===== src/rtl/mulpk_pkg.sv =====
package mulpk_pkg;

  // Row count after one level of 3:2 compression
  function automatic int csa_next(input int n);
    return (n / 3) * 2 + (n % 3);
  endfunction

  // Row count entering level lvl of the reduction tree
  function automatic int csa_rows_at(input int n0, input int lvl);
    int n;
    n = n0;
    for (int i = 0; i < 64; i++) begin
      if (i < lvl && n > 2) n = csa_next(n);
    end
    return n;
  endfunction

  // Number of levels needed to reach two rows
  function automatic int csa_depth(input int n0);
    int n;
    int d;
    n = n0;
    d = 0;
    for (int i = 0; i < 64; i++) begin
      if (n > 2) begin
        n = csa_next(n);
        d++;
      end
    end
    return d;
  endfunction

endpackage


===== src/rtl/mulpk_ppgen.sv =====
module mulpk_ppgen #(
  parameter int W = 32
) (
  input  logic [W-1:0] a,
  input  logic [W-1:0] b,
  input  logic         packed_sel,
  output logic [W-1:0] rows [W]
);
  localparam int H = W / 2;

  for (genvar i = 0; i < W; i++) begin : g_row
    logic [W-1:0] full_row;
    logic [W-1:0] lane_row;
    assign full_row = b[i] ? (a << i) : '0;
    if (i < H) begin : g_lo
      // lower lane: only a[H-1:0] contributes, bits at H and above are cut
      logic [W-1:0] shifted;
      assign shifted  = {{H{1'b0}}, a[H-1:0]} << i;
      assign lane_row = b[i] ? {{H{1'b0}}, shifted[H-1:0]} : '0;
    end else begin : g_hi
      // upper lane: a[W-1:H] weighted by b bit (i-H), kept inside the upper half
      logic [W-1:0] shifted;
      assign shifted  = {{H{1'b0}}, a[W-1:H]} << (i - H);
      assign lane_row = b[i] ? {shifted[H-1:0], {H{1'b0}}} : '0;
    end
    assign rows[i] = packed_sel ? lane_row : full_row;
  end

endmodule


===== src/rtl/mulpk_csa_tree.sv =====
module mulpk_csa_tree
  import mulpk_pkg::*;
#(
  parameter int W = 32,
  parameter int N = 32
) (
  input  logic [W-1:0] rows_in [N],
  input  logic         packed_sel,
  output logic [W-1:0] sum_row,
  output logic [W-1:0] carry_row
);
  localparam int H    = W / 2;
  localparam int NLEV = csa_depth(N);

  logic [W-1:0] lv [NLEV+1][N];
  logic [W-1:0] carry_mask;

  // In packed mode a carry may not enter the lowest bit of the upper lane
  assign carry_mask = packed_sel ? ~(W'(1) << H) : '1;

  for (genvar j = 0; j < N; j++) begin : g_in
    assign lv[0][j] = rows_in[j];
  end

  for (genvar l = 0; l < NLEV; l++) begin : g_lvl
    localparam int NIN  = csa_rows_at(N, l);
    localparam int NGRP = NIN / 3;
    localparam int NOUT = csa_rows_at(N, l + 1);
    for (genvar j = 0; j < N; j++) begin : g_out
      if (j < 2 * NGRP) begin : g_csa
        localparam int G = j / 2;
        if (j % 2 == 0) begin : g_sum
          assign lv[l+1][j] = lv[l][3*G] ^ lv[l][3*G+1] ^ lv[l][3*G+2];
        end else begin : g_car
          assign lv[l+1][j] = ((lv[l][3*G] & lv[l][3*G+1]) |
                               (lv[l][3*G] & lv[l][3*G+2]) |
                               (lv[l][3*G+1] & lv[l][3*G+2])) << 1 & carry_mask;
        end
      end else if (j < NOUT) begin : g_pass
        assign lv[l+1][j] = lv[l][j + NGRP];
      end else begin : g_zero
        assign lv[l+1][j] = '0;
      end
    end
  end

  assign sum_row   = lv[NLEV][0];
  assign carry_row = lv[NLEV][1];

endmodule


===== src/rtl/mulpk_final_add.sv =====
module mulpk_final_add #(
  parameter int W = 32
) (
  input  logic [W-1:0] x,
  input  logic [W-1:0] y,
  input  logic         packed_sel,
  output logic [W-1:0] sum,
  output logic         lane_carry
);
  localparam int H = W / 2;

  logic [H:0]   lo_sum;
  logic [H-1:0] hi_sum;
  logic         hi_cin;

  assign lo_sum     = {1'b0, x[H-1:0]} + {1'b0, y[H-1:0]};
  assign lane_carry = lo_sum[H];
  assign hi_cin     = packed_sel ? 1'b0 : lane_carry;
  assign hi_sum     = x[W-1:H] + y[W-1:H] + {{(H-1){1'b0}}, hi_cin};
  assign sum        = {hi_sum, lo_sum[H-1:0]};

endmodule


===== src/rtl/mulpk_unit.sv =====
module mulpk_unit #(
  parameter int W = 32
) (
  input  logic         clk,
  input  logic         rst_n,
  input  logic         in_valid,
  input  logic [W-1:0] op_a,
  input  logic [W-1:0] op_b,
  input  logic         packed_mode,
  output logic         out_valid,
  output logic [W-1:0] result
);
  localparam int   H          = W / 2;
  localparam logic SINK_READY = 1'b1;

  // arithmetic model used by the assertions
  function automatic logic [W-1:0] model_product(input logic [W-1:0] a,
                                                 input logic [W-1:0] b,
                                                 input logic       pk);
    logic [W-1:0] full;
    logic [H-1:0] lo;
    logic [H-1:0] hi;
    full = a * b;
    lo   = a[H-1:0] * b[H-1:0];
    hi   = a[W-1:H] * b[W-1:H];
    return pk ? {hi, lo} : full;
  endfunction

  // ---------------- stage 1: partial products ----------------
  logic [W-1:0] pp_rows [W];
  logic [W-1:0] s1_rows [W];
  logic         s1_v, s1_mode;
  logic         s1_rdy, s2_rdy, s3_rdy;
  logic         s1_load, s2_load, s3_load;
  logic         s3_v;

  mulpk_ppgen #(.W(W)) i_ppgen (
    .a          (op_a),
    .b          (op_b),
    .packed_sel (packed_mode),
    .rows       (pp_rows)
  );

  assign s3_rdy  = !s3_v || SINK_READY;
  assign s1_load = in_valid && s1_rdy;

  always_ff @(posedge clk or negedge rst_n) begin
    if (!rst_n) begin
      s1_v <= 1'b0;
    end else if (s1_rdy) begin
      s1_v <= in_valid;
    end
  end

  always_ff @(posedge clk) begin
    if (s1_load) begin
      s1_mode <= packed_mode;
      for (int i = 0; i < W; i++) s1_rows[i] <= pp_rows[i];
    end
  end

  // ---------------- stage 2: carry-save reduction ----------------
  logic [W-1:0] tree_sum, tree_car;
  logic [W-1:0] s2_sum, s2_car;
  logic         s2_v, s2_mode;

  mulpk_csa_tree #(.W(W), .N(W)) i_tree (
    .rows_in    (s1_rows),
    .packed_sel (s1_mode),
    .sum_row    (tree_sum),
    .carry_row  (tree_car)
  );

  assign s2_rdy  = !s2_v || s3_rdy;
  assign s1_rdy  = !s1_v || s2_rdy;
  assign s2_load = s1_v && s2_rdy;

  always_ff @(posedge clk or negedge rst_n) begin
    if (!rst_n) begin
      s2_v <= 1'b0;
    end else if (s2_rdy) begin
      s2_v <= s1_v;
    end
  end

  always_ff @(posedge clk) begin
    if (s2_load) begin
      s2_mode <= s1_mode;
      s2_sum  <= tree_sum;
      s2_car  <= tree_car;
    end
  end

  // ---------------- stage 3: carry-propagate add ----------------
  logic [W-1:0] add_out;
  logic         lane_carry;
  logic [W-1:0] s3_res;

  mulpk_final_add #(.W(W)) i_add (
    .x          (s2_sum),
    .y          (s2_car),
    .packed_sel (s2_mode),
    .sum        (add_out),
    .lane_carry (lane_carry)
  );

  assign s3_load = s2_v && s3_rdy;

  always_ff @(posedge clk or negedge rst_n) begin
    if (!rst_n) begin
      s3_v <= 1'b0;
    end else if (s3_rdy) begin
      s3_v <= s2_v;
    end
  end

  always_ff @(posedge clk) begin
    if (s3_load) s3_res <= add_out;
  end

  assign out_valid = s3_v;
  assign result    = s3_v ? s3_res : '0;

  // ---------------- assertions ----------------
  assert_latency_R4: assert property (@(posedge clk) disable iff (!rst_n)
    in_valid |-> ##3 out_valid)
    else $error("issued operation did not complete after three edges");

  assert_origin_R6: assert property (@(posedge clk) disable iff (!rst_n)
    out_valid |-> $past(in_valid, 3))
    else $error("result without a matching issue");

  assert_idle_zero_R7: assert property (@(posedge clk) disable iff (!rst_n)
    !out_valid |-> (result == '0))
    else $error("result not zero while idle");

  assert_full_word_R1: assert property (@(posedge clk) disable iff (!rst_n)
    (out_valid && !$past(packed_mode, 3)) |->
      (result == model_product($past(op_a, 3), $past(op_b, 3), 1'b0)))
    else $error("full-word product mismatch");

  assert_packed_lanes_R2: assert property (@(posedge clk) disable iff (!rst_n)
    (out_valid && $past(packed_mode, 3)) |->
      (result == model_product($past(op_a, 3), $past(op_b, 3), 1'b1)))
    else $error("packed product mismatch");

  // a lower-lane carry never reaches the upper half in packed mode
  assert_lane_isolated_R3: assert property (@(posedge clk) disable iff (!rst_n)
    (out_valid && $past(packed_mode, 3) && ($past(op_a, 3) >> H) == '0) |->
      (result[W-1:H] == '0))
    else $error("carry crossed lane boundary");

endmodule


===== config.mk =====
export PLATFORM = sky130hd
export DESIGN_NAME = mulpk_unit
export DESIGN_NICKNAME = d
export VERILOG_FILES = /design/src/rtl/mulpk_pkg.sv /design/src/rtl/mulpk_ppgen.sv /design/src/rtl/mulpk_csa_tree.sv /design/src/rtl/mulpk_final_add.sv /design/src/rtl/mulpk_unit.sv
export SDC_FILE = /design/constraint.sdc
export NUM_CORES = 2
export LEC_CHECK = 0
export ABC_CLOCK_PERIOD_IN_PS = 5600
export BUFFER_PORTS_ARGS = -buffer_cell sky130_fd_sc_hd__buf_2
export CAP_MARGIN = 20
export CORE_MARGIN = 1.5
export CORE_UTILIZATION = 50
export CTS_CLUSTER_SIZE = 24
export DETAILED_ROUTE_END_ITERATION = 12
export PLACE_DENSITY_LB_ADDON = 0.25
export SETUP_SLACK_MARGIN = 0.2
export SLEW_MARGIN = 20
export SYNTH_ARGS = -nofsm -noshare
export SYNTH_HDL_FRONTEND = slang
export SYNTH_SLANG_ARGS = --single-unit

===== constraint.sdc =====
create_clock -name clk -period 5.6 [get_ports clk]
set_input_delay 0.28 -clock clk [delete_from_list [all_inputs] [get_ports clk]]
set_output_delay 0.28 -clock clk [all_outputs]
set_load 0.01 [all_outputs]

==> summary.txt <==
Run
  – MaxCap Viol Count: 0

Synth
  – Syn avg cell area: 14.2 um2
  – Synthesized Nets: 3111
  – Mux share of post-synthesis cell area: 0.450%
  – Most frequent cell after synthesis: edfxtp_1
  – Simple-Gate Fraction of Synth Area: 10.8%
  – Synth Area in Adders: 27.5%
  – Post-Syn Area: 35600 um2
  – Top cell type's share of synthesized area: 52.0%
  – Synth warnings: 0
  – Top_reg_cell synth: edfxtp_1
  – Cells after synthesis: 2511
  – Post-synth top area cell: edfxtp_1
  – XOR/XNOR share of the synthesized area: 1.89%
  – Largest cells by area after synthesis: edfxtp_1 52%, fa_1 23%, and2_1 7.4%
  – Synth cell types: 38
  – #FFs+latches synth: 620
  – Most common library cells after synthesis: 617 x edfxtp_1, 535 x inv_1, 424 x and2_1, 416 x fa_1, 164 x nor2b_1
  – Ys async rst share: 0.484%
  – Register area share after synthesis: 52.2%
  – EDFF count, synth: 617
  – Compound-cell area share of the yosys netlist: 0.766%
  – Largest family of logic cells by synthesized area: adder cells

Floorplan
  – Die H: 270 um
  – IO Pins: 101
  – Die area: 72800 um2
  – Die width: 270 um
  – # rows: 97
  – Core area: 70300 um2
  – Initial Util: 50.7%

Setup path
  – CP most frequent cell: fa_1
  – Arrival time at the worst endpoint: 5.44 ns
  – Stages on the worst setup path: 17
  – RR Endpoint: s2_sum[31]
  – WP buf/inv: 4
  – CP Capture Type: flop
  – Worst setup path endpoint: s2_sum[31]
  – Worst Setup SP: s1_rows[573]
  – Crit-path max FO: 1
  – Slowest CP cell: fa_1
  – Crit path largest cell delay: 0.54 ns
  – R2R cell count: 17
  – CP Cell Sequence: fa_1 > inv_1 > fa_1 > inv_1 > fa_1 > inv_1 > fa_1 > fa_1 > fa_1 > inv_1 > fa_2 > xnor2_2 > xnor2_1 > xnor2_1 > xnor2_1 > xnor2_1 > xnor2_1
  – R2r setup slk: 0.52 ns
  – CP delay by family, top: adder cells
  – Worst setup SP type: flop
  – FF-to-FF Start: s1_rows[573]
  – WS Path Type: reg -> reg
  – Crit path required time: 5.97 ns

Clock tree
  – CTS tree: yes
  – # Post-CTS Setup Buffers: 0
  – Num CTS Buffers: 70
  – CTS root buf: clkbuf_16
  – Clk slew on worst S/H paths: 0.06 ns
  – CTS Buffer Depth: 3
  – Skew-Pair Late Insertion Delay: 0.63 ns
  – Clk sinks: 620
  – H-tree depth: 3

Global routing
  – First-pass GRT wire length: 117 mm
  – Vias in the first global route: 20300
  – GRT overflow: 0
  – Largest net degree at the start of global routing: 135
  – Gr usage total: 21.4%
  – Antenna violations before repair: 1

Place
  – GP Congestion: 0.805
  – Post-DP HPWL: 53.6 mm
  – IO Port Bufs: 100

STA
  – # setup viols final: 0
  – Post-route clock skew: 0.0388 ns
  – Tcrit/Tclk final: 90.7%
  – Worst Max-Slew Pin Slew: 1.08 ns
  – Final Hold Vio Count: 0
  – Setup TNS: 0 ns
  – Max Freq: 0.197 GHz
  – RSZ-0062 raised after global routing: false
  – Slew Viols, Final: 0
  – Worst slew margin relative to its limit: 28.0%
  – Hold slack: 0.0399 ns
  – Tmin final: 5.08 ns

Route
  – Wire per inst: 20.4 um
  – Initial drt markers: 1365
  – Total wire length: 74.4 mm
  – DR vias: 18200
  – Via density: 5.00
  – DRC viols: 0
  – Drt pass-1 iters: 5
  – Antenna Nets Post-Route: 0

Layout
  – # diodes: 0
  – Final net count: 3255
  – Layout cells sized above 1: 8.69%
  – Area grow syn2layout: 11.2%

Status
  – Status: completed

Hold path
  – Hold Crit Class: in -> reg
final cells by class:
cell class | instances | area, um2
clock buffers | 85 | 1830
clock inverters | 36 | 340
fillers | 5619 | 30700
inverters | 535 | 2010
multi-input cells | 1290 | 14800
flip-flops and latches | 620 | 18600
well taps | 940 | 1180
repair buffers | 138 | 867
metal layers:
layer | GRT usage (%) | vias up | share of wire [%]
li1 | - | 8116 | -
met1 | 28.6 | 9487 | 42
met2 | 36.0 | 488 | 50
met3 | 3.26 | 144 | 5.2
met4 | 7.48 | 0 | 3.2
met5 | 0 | - | 0
registers in the layout (all words and copies together) (netlist names):
register   flops
s3_res        32
s1_v           1
s2_sum        32
s1_mode        1
s2_v           1
s2_car        23
s1_rows      528
out_valid      1
s2_mode        1
how the worst min path moves through the flow:
| stage | from | to | slack, ns | cells after the start |
|---|---|---|---|---|
| final | op_b[13] | s1_rows[589] | 0.04 | 2 |
| after global routing | op_b[14] | s1_rows[559] | 0.02 | 2 |
| after CTS | op_b[13] | s1_rows[591] | 0.01 | 2 |
| after detailed placement | rst_n | s2_v | 0.08 | 1 |
| after global placement | rst_n | out_valid | 0.08 | 1 |
| after floorplan | rst_n | out_valid | -0.02 | 0 |
repair_timing:
item                                    CTS  global route
resized for setup                         0             2
hold buffers                              9             0
endpoints found under the hold margin    14             0
endpoints found under the setup margin    0             1
kinds of logic (layout without fill, tap and decap cells):
group | Yosys count | after routing
flip-flops | 620 | 620
adder cells (fa/ha/maj) | 532 | 532
AND/OR/NAND/NOR | 629 | 629
multiplexers | 16 | 16
AO/OA/AOI/OAI | 36 | 36
XOR/XNOR | 77 | 77
buffers and inverters | 601 | 794
placed cells by master, fill, tap and decap left out, types with 62 or more instances in the layout:
master	instances
xnor2_1	62
inv_1	535
nor2b_1	162
fa_1	415
edfxtp_1	617
clkbuf_16	71
ha_1	116
and2_1	424
buf_2	99
per-stage QoR:
step | instances | worst slack (ns) | instance area [um2] | utilization (%)
after detailed placement | 3514 | 0.413 | 37300 | 53.1
after floorplan | 2511 | 0.631 | 35600 | -
after global routing | 3644 | 0.266 | 39600 | 56.3
final | 3644 | 0.521 | 39600 | 56.3
after global placement | 3512 | 0.446 | 37300 | 53.1
after CTS | 3644 | 0.413 | 39600 | 56.3
worst register-to-register path: cells and delay by family (launching register included):
family	cells	cell delay (ns)
xor gates and xnor gates	6	0.88
adders and majority gates	7	3.34
buffers and inverters	4	0.22
DFF	1	0.40
Power is not shown: default switching activity piles up to over one toggle a cycle in this logic, so the estimate is an artifact.
